<file path="src/rtl/sar_seq_pkg.sv">
package sar_seq_pkg;
  typedef enum logic [1:0] {
    ST_IDLE = 2'd0,
    ST_SAMP = 2'd1,
    ST_ARM  = 2'd2,
    ST_EVAL = 2'd3
  } seq_st_e;
endpackage

</file>
<file path="src/rtl/sar_seq_cnt.sv">
module sar_seq_cnt #(
  parameter int W = 4
) (
  input  logic         clk_i,
  input  logic         rst_ni,
  input  logic         clr_i,
  input  logic         en_i,
  output logic [W-1:0] cnt_o
);
  always_ff @(posedge clk_i or negedge rst_ni) begin
    if (!rst_ni)    cnt_o <= '0;
    else if (clr_i) cnt_o <= '0;
    else if (en_i)  cnt_o <= cnt_o + 1'b1;
  end
endmodule

</file>
<file path="src/rtl/sar_seq_bank.sv">
module sar_seq_bank #(
  parameter int N_GRP = 11,
  parameter int GW    = 4
) (
  input  logic             clk_i,
  input  logic             rst_ni,
  input  logic             clr_i,
  input  logic             hit_i,
  input  logic [GW-1:0]    idx_i,
  output logic [N_GRP-1:0] bank_o
);
  for (genvar g = 0; g < N_GRP; g++) begin : g_grp
    always_ff @(posedge clk_i or negedge rst_ni) begin
      if (!rst_ni)                            bank_o[g] <= 1'b1;
      else if (clr_i)                         bank_o[g] <= 1'b1;
      else if (hit_i && (idx_i == GW'(g)))    bank_o[g] <= 1'b0;
    end
  end

  AST_BANK_MONO: assert property (@(posedge clk_i) disable iff (!rst_ni)
    !clr_i |=> ((bank_o & ~$past(bank_o)) == '0));
  AST_BANK_STEP: assert property (@(posedge clk_i) disable iff (!rst_ni)
    !clr_i |=> ($countones(bank_o ^ $past(bank_o)) <= 1));
endmodule

</file>
<file path="src/rtl/sar_redundant_seq.sv">
module sar_redundant_seq
  import sar_seq_pkg::*;
#(
  parameter int N_DEC     = 12,
  parameter int SAMP_NORM = 4,
  parameter int SAMP_SKIP = 6,
  parameter int TIMEOUT   = 8
) (
  input  logic              clk_i,
  input  logic              rst_ni,
  input  logic              start_i,
  input  logic              skip_sel_i,
  input  logic              cmp_rdy_i,
  input  logic              cmp_dec_i,
  output logic              samp_en_o,
  output logic              cmp_clk_o,
  output logic [N_DEC-2:0]  dac_p_o,
  output logic [N_DEC-2:0]  dac_n_o,
  output logic              done_o,
  output logic [N_DEC-1:0]  code_o
);
  localparam int N_GRP  = N_DEC - 1;
  localparam int IDXW   = $clog2(N_DEC);
  localparam int GW     = $clog2(N_GRP);
  localparam int SMAX   = (SAMP_SKIP > SAMP_NORM) ? SAMP_SKIP : SAMP_NORM;
  localparam int SCW    = $clog2(SMAX + 1);
  localparam int TCW    = $clog2(TIMEOUT + 1);

  seq_st_e          st_q, st_d;
  logic [IDXW-1:0]  idx_q, last_idx;
  logic             skip_q, done_q;
  logic [N_DEC-1:0] code_q;
  logic [SCW-1:0]   samp_cnt, samp_last;
  logic [TCW-1:0]   wait_cnt;
  logic             accept, resolve, dec, is_last, hit_p, hit_n;

  assign accept    = (st_q == ST_IDLE) && start_i;
  assign samp_last = skip_q ? SCW'(SAMP_SKIP - 1) : SCW'(SAMP_NORM - 1);
  assign last_idx  = skip_q ? IDXW'(N_DEC - 2) : IDXW'(N_DEC - 1);
  assign is_last   = (idx_q == last_idx);
  assign resolve   = (st_q == ST_EVAL) && (cmp_rdy_i || (wait_cnt == TCW'(TIMEOUT - 1)));
  assign dec       = cmp_rdy_i & cmp_dec_i;   // timeout forces 0
  assign hit_p     = resolve && !is_last && dec;
  assign hit_n     = resolve && !is_last && !dec;

  sar_seq_cnt #(.W(SCW)) u_samp_cnt (
    .clk_i(clk_i), .rst_ni(rst_ni), .clr_i(accept),
    .en_i(st_q == ST_SAMP), .cnt_o(samp_cnt));

  sar_seq_cnt #(.W(TCW)) u_wait_cnt (
    .clk_i(clk_i), .rst_ni(rst_ni), .clr_i(st_q != ST_EVAL),
    .en_i(1'b1), .cnt_o(wait_cnt));

  sar_seq_bank #(.N_GRP(N_GRP), .GW(GW)) u_bank_p (
    .clk_i(clk_i), .rst_ni(rst_ni), .clr_i(accept),
    .hit_i(hit_p), .idx_i(GW'(idx_q)), .bank_o(dac_p_o));

  sar_seq_bank #(.N_GRP(N_GRP), .GW(GW)) u_bank_n (
    .clk_i(clk_i), .rst_ni(rst_ni), .clr_i(accept),
    .hit_i(hit_n), .idx_i(GW'(idx_q)), .bank_o(dac_n_o));

  always_comb begin
    st_d = st_q;
    unique case (st_q)
      ST_IDLE: if (start_i) st_d = ST_SAMP;
      ST_SAMP: if (samp_cnt == samp_last) st_d = ST_EVAL;
      ST_ARM:  st_d = ST_EVAL;
      ST_EVAL: if (resolve) st_d = is_last ? ST_IDLE : ST_ARM;
      default: st_d = ST_IDLE;
    endcase
  end

  always_ff @(posedge clk_i or negedge rst_ni) begin
    if (!rst_ni) begin
      st_q   <= ST_IDLE;
      idx_q  <= '0;
      skip_q <= 1'b0;
      done_q <= 1'b0;
      code_q <= '0;
    end else begin
      st_q   <= st_d;
      done_q <= resolve && is_last;
      if (accept) begin
        idx_q  <= '0;
        skip_q <= skip_sel_i;
        code_q <= '0;
      end else if (resolve) begin
        code_q[IDXW'(N_DEC - 1) - idx_q] <= dec;
        if (!is_last) idx_q <= idx_q + 1'b1;
      end
    end
  end

  assign samp_en_o = (st_q == ST_SAMP);
  assign cmp_clk_o = (st_q != ST_EVAL);
  assign done_o    = done_q;
  assign code_o    = code_q;

  AST_CLK_HI_SAMP: assert property (@(posedge clk_i) disable iff (!rst_ni)
    samp_en_o |-> cmp_clk_o);
  AST_DONE_PULSE: assert property (@(posedge clk_i) disable iff (!rst_ni)
    done_o |=> !done_o);
  AST_START_CLEAR: assert property (@(posedge clk_i) disable iff (!rst_ni)
    accept |=> ((&dac_p_o) && (&dac_n_o) && (code_o == '0)));
  AST_ONE_SIDE: assert property (@(posedge clk_i) disable iff (!rst_ni)
    (st_q == ST_EVAL) |=> ($stable(dac_p_o) || $stable(dac_n_o)));
  AST_ARM_ONE: assert property (@(posedge clk_i) disable iff (!rst_ni)
    (st_q == ST_ARM) |=> !cmp_clk_o);
  AST_BUSY_HOLD: assert property (@(posedge clk_i) disable iff (!rst_ni)
    (st_q == ST_EVAL && !resolve) |=> $stable(code_o));
endmodule

</file>
<file path="config.mk">
export PLATFORM = sky130hd
export DESIGN_NAME = sar_redundant_seq
export DESIGN_NICKNAME = d
export VERILOG_FILES = /design/src/rtl/sar_seq_pkg.sv /design/src/rtl/sar_seq_cnt.sv /design/src/rtl/sar_seq_bank.sv /design/src/rtl/sar_redundant_seq.sv
export SDC_FILE = /design/constraint.sdc
export NUM_CORES = 1
export LEC_CHECK = 0
export BUFFER_PORTS_ARGS = -buffer_cell sky130_fd_sc_hd__buf_2
export CORE_ASPECT_RATIO = 0.9
export CORE_UTILIZATION = 50
export CTS_CLUSTER_DIAMETER = 120
export DETAILED_ROUTE_END_ITERATION = 7
export PLACE_DENSITY = 0.73
export SYNTH_ARGS = -nofsm -noshare
export SYNTH_HDL_FRONTEND = slang
export SYNTH_SLANG_ARGS = --single-unit
</file>
<file path="constraint.sdc">
create_clock -name clk_i -period 4.3 [get_ports clk_i]
set_input_delay 0.215 -clock clk_i [delete_from_list [all_inputs] [get_ports clk_i]]
set_output_delay 0.215 -clock clk_i [all_outputs]
set_load 0.005 [all_outputs]
</file>
==> Implementation_results.wiki <==
{| class="wikitable"
! Metric !! Value
|-
| Number of max-capacitance violations reported || 0
|-
| Maximum number of pins on one net before global-route repair || 50
|-
| Filler Cells Inserted || 385
|-
| Worst clock skew on the final layout || 0.0122 ns
|-
| Root buf cell || sky130_fd_sc_hd__clkbuf_8
|-
| Syn Nets || 234
|-
| Fraction of synthesized cell area taken by the top area cell type || 0.295
|-
| Met1 Usage GRT || 0.288
|-
| Number of buffers inserted during clock tree synthesis || 5
|-
| Static power due to leakage || 1.21 nW
|-
| Most common cell after layout, fill and taps aside || sky130_fd_sc_hd__buf_2
|-
| Cts-stage hold buffer count || 0
|-
| Required time at the endpoint of the critical path || 4.55 ns
|-
| Wire length of the first global-routing pass || 7.66 mm
|-
| Result of the run || completed
|-
| Final Hold Fails || 0
|-
| Number of max-slew violations in the final report || 0
|-
| Total I/O pin count || 43
|-
| Final global-route overflow total || 0
|-
| Aggregate negative setup slack || 0 ns
|-
| Max_slew headroom || 0.288
|-
| Layout Area Growth over Synthesis || 14.2%
|-
| Worst-path cell with the longest stage delay || sky130_fd_sc_hd__and2_1
|-
| DR vias || 1694
|-
| Kind of cell adding the most delay to the critical path || simple AND/OR/NAND/NOR gates
|-
| Number of flops mapped to enable cells by yosys || 0
|-
| Critical setup path kind || reg -> reg
|-
| Total power after layout || 1.78 mW
|-
| Crit path buffers/inverters || 1
|-
| Routed wirelength normalized by instance count || 14.8 microns
|-
| Highest fanout seen on the critical path || 28
|-
| H-tree depth reported by CTS || 2
|-
| Count of routing violations after the opening detailed-route iteration || 122
|-
| Most area-hungry cell type in the Yosys netlist || sky130_fd_sc_hd__dfrtp_1
|-
| Type of element launching the critical path || flip-flop
|-
| Number of sinks on the clock net || 49
|-
| Count of input and output buffers || 42
|-
| Rows || 22
|-
| Die area || 0.00486 sq mm
|-
| Die span in x || 73.4 microns
|-
| Synthesized area per cell || 10.6 sq um
|-
| Net count, final || 271
|-
| Category of the worst setup path capture point || flip-flop
|-
| Number of global-route vias before repair || 1564
|-
| Routability congestion estimate || 0.765
|-
| RSZ-0062 raised after global routing || no
|-
| Worst-path clk slew || 0.09 ns
|-
| Dominant synthesized flop cell || sky130_fd_sc_hd__dfrtp_1
|-
| Die span in y || 66.3 microns
|-
| Tightest Hold Check Type || in -> async
|-
| Async set-reset flop share out of synthesis || 1.00
|-
| Clock tree buffer depth || 2
|-
| Final period demand of the worst path || 1.94 ns
|-
| Yosys warnings || 0
|-
| Power per standard cell area || 682 mW/mm^2
|-
| Final wirelength || 4.67 mm
|-
| Share of the cycle needed by the critical path after routing || 0.451
|-
| Initial standard-cell utilization of the core || 0.541
|-
| Data arrival, critical path || 2.19 ns
|-
| Remaining routing DRC violations || 0
|-
| Post-synthesis instance total || 217
|-
| # setup viols final || 0
|-
| Largest cells by area after synthesis || sky130_fd_sc_hd__dfrtp_1 (29%), sky130_fd_sc_hd__dfstp_2 (25%), sky130_fd_sc_hd__ha_1 (6.0%), sky130_fd_sc_hd__nand2_1 (4.9%), sky130_fd_sc_hd__a21o_1 (4.3%)
|-
| FF+latch count, synth || 49
|-
| Post-DP HPWL || 3.18 mm
|-
| Count of antenna diodes in the layout || 0
|-
| Core area || 0.00424 sq mm
|-
| Transition time at the pin with the least slew margin || 1.07 ns
|-
| Buffers inserted by post-CTS timing repair || 0
|-
| Fraction of layout instances using a drive strength above 1 || 0.294
|-
| Source-to-sink clock delay at the later pin of the worst-skew pair || 0.30 ns
|-
| Post-synthesis instance area || 0.00229 sq mm
|-
| Highest clock frequency the design can meet || 0.515 GHz
|-
| Combined global-route utilization of all metal layers || 0.212
|-
| Met3 usage in global routing || 0.0610
|-
| Delay of the slowest cell on the worst path || 0.85 ns
|-
| Clock tree from TritonCTS || done
|-
| Post-synthesis sequential area ratio || 0.547
|-
| Number of antenna violations at the first check in global routing || 0
|-
| Post-CTS Resized || 0
|-
| GRT Max-Usage Layer || met2
|-
| Commonest non-fill, non-tap cells in the layout || sky130_fd_sc_hd__buf_2 (42), sky130_fd_sc_hd__nand2_1 (30), sky130_fd_sc_hd__dfrtp_1 (27), sky130_fd_sc_hd__dfstp_2 (22), sky130_fd_sc_hd__a21o_1 (13)
|-
| Detailed Routing Iterations Pass 1 || 4
|-
| Synth cell types || 44
|-
| Final ANT Viol Nets || 0
|-
| IR drop worst, VDD || 0.343 mV
|-
| Detailed-route vias per instance || 5.38
|-
| Cell-by-cell trace of the critical path || inv_1 > ha_1 > and2_1 > o32a_1
|-
| Global Route met2 Usage || 0.338
|}
-- per-layer routing --
layer	wire [microns]	up-vias	part of all wire
met3	238	4	0.051
met1	2300	824	0.49
li1	-	825	-
met4	28	0	0.0060
met5	0	-	0
met2	2100	41	0.45
-- flip-flops by register name (all words and copies together), names as in the netlist --
register / flops
u_wait_cnt.cnt_o: 4
skip_q: 1
done_o: 1
u_bank_p.bank_o: 11
u_samp_cnt.cnt_o: 3
idx_q: 4
u_bank_n.bank_o: 11
st_q: 2
code_o: 12
-- cell usage after synthesis, drive strengths merged, types with 2 or more instances --
cell    count
nor2       12
nor3        2
dfrtp      27
o21ai      12
dfstp      22
xnor2       4
nand3      10
a21oi       7
o31ai       2
inv         7
nand4       4
xor2        2
nand2      30
ha         11
clkbuf      6
or3         7
a31oi       2
and2        3
mux2i       5
o21a        3
a21o       13
buf         6
nand2b      2
-- through the flow --
stage / cells / area [sq um] / hold WS (ns) / utilization / worst slack, ns
after CTS: 315 / 2620 / 0.0947 / 0.618 / 2.35
after floorplan: 217 / 2290 / -0.0806 / - / 2.66
after detailed placement: 307 / 2520 / 0.408 / 0.595 / 2.39
after global routing: 315 / 2620 / 0.121 / 0.618 / 2.19
final: 315 / 2620 / 0.0850 / 0.618 / 2.36
after global placement: 307 / 2520 / 0.413 / 0.595 / 2.40
-- path summary, 6_finish.rpt --
check	startpoint	cells after the start	end	slack, ns
max	st_q[0]$_DFFE_PN0P_	4	u_bank_n.bank_o[3]$_DFFE_PN1P_	2.36
min	rst_ni	1	u_samp_cnt.cnt_o[2]$_DFFE_PN0P_	0.08
max reg2reg	st_q[0]$_DFFE_PN0P_	4	u_bank_n.bank_o[3]$_DFFE_PN1P_	2.36
min reg2reg	u_wait_cnt.cnt_o[0]$_DFF_PN0_	1	u_wait_cnt.cnt_o[0]$_DFF_PN0_	0.45
max in group asynchronous	rst_ni	1	idx_q[0]$_DFFE_PN0P_	3.57
min in group clk_i	skip_sel_i	3	skip_q$_DFFE_PN0P_	0.10
-- logic make-up (layout without fill, tap and decap cells) --
group           Yosys count  after routing  synth area share
compound gates           48             48             0.142
xor+xnor                  6              6            0.0229
buf+inv                  19             57            0.0360
simple gates             78             78             0.166
mux                       6              6            0.0267
flops                    49             49             0.547
fa+ha+maj                11             11            0.0600
-- power breakdown --
part	switching, mW	leakage [nW]	internal [mW]
registers	0.121	0.588	0.693
clock network	0.152	0.0512	0.131
logic	0.389	0.575	0.299
total	0.662	1.21	1.12
-- cell type report --
type	instances	area, sq um	area share
clock buffer	6	82.6	0.0315
clock inverter	2	13.8	0.00526
inverter	7	26.3	0.0100
multi-input combinational	149	957	0.366
sequential	49	1250	0.479
tap	60	75.1	0.0287
timing repair buffer	42	210	0.0803
Power figures use the tool's default switching activity.
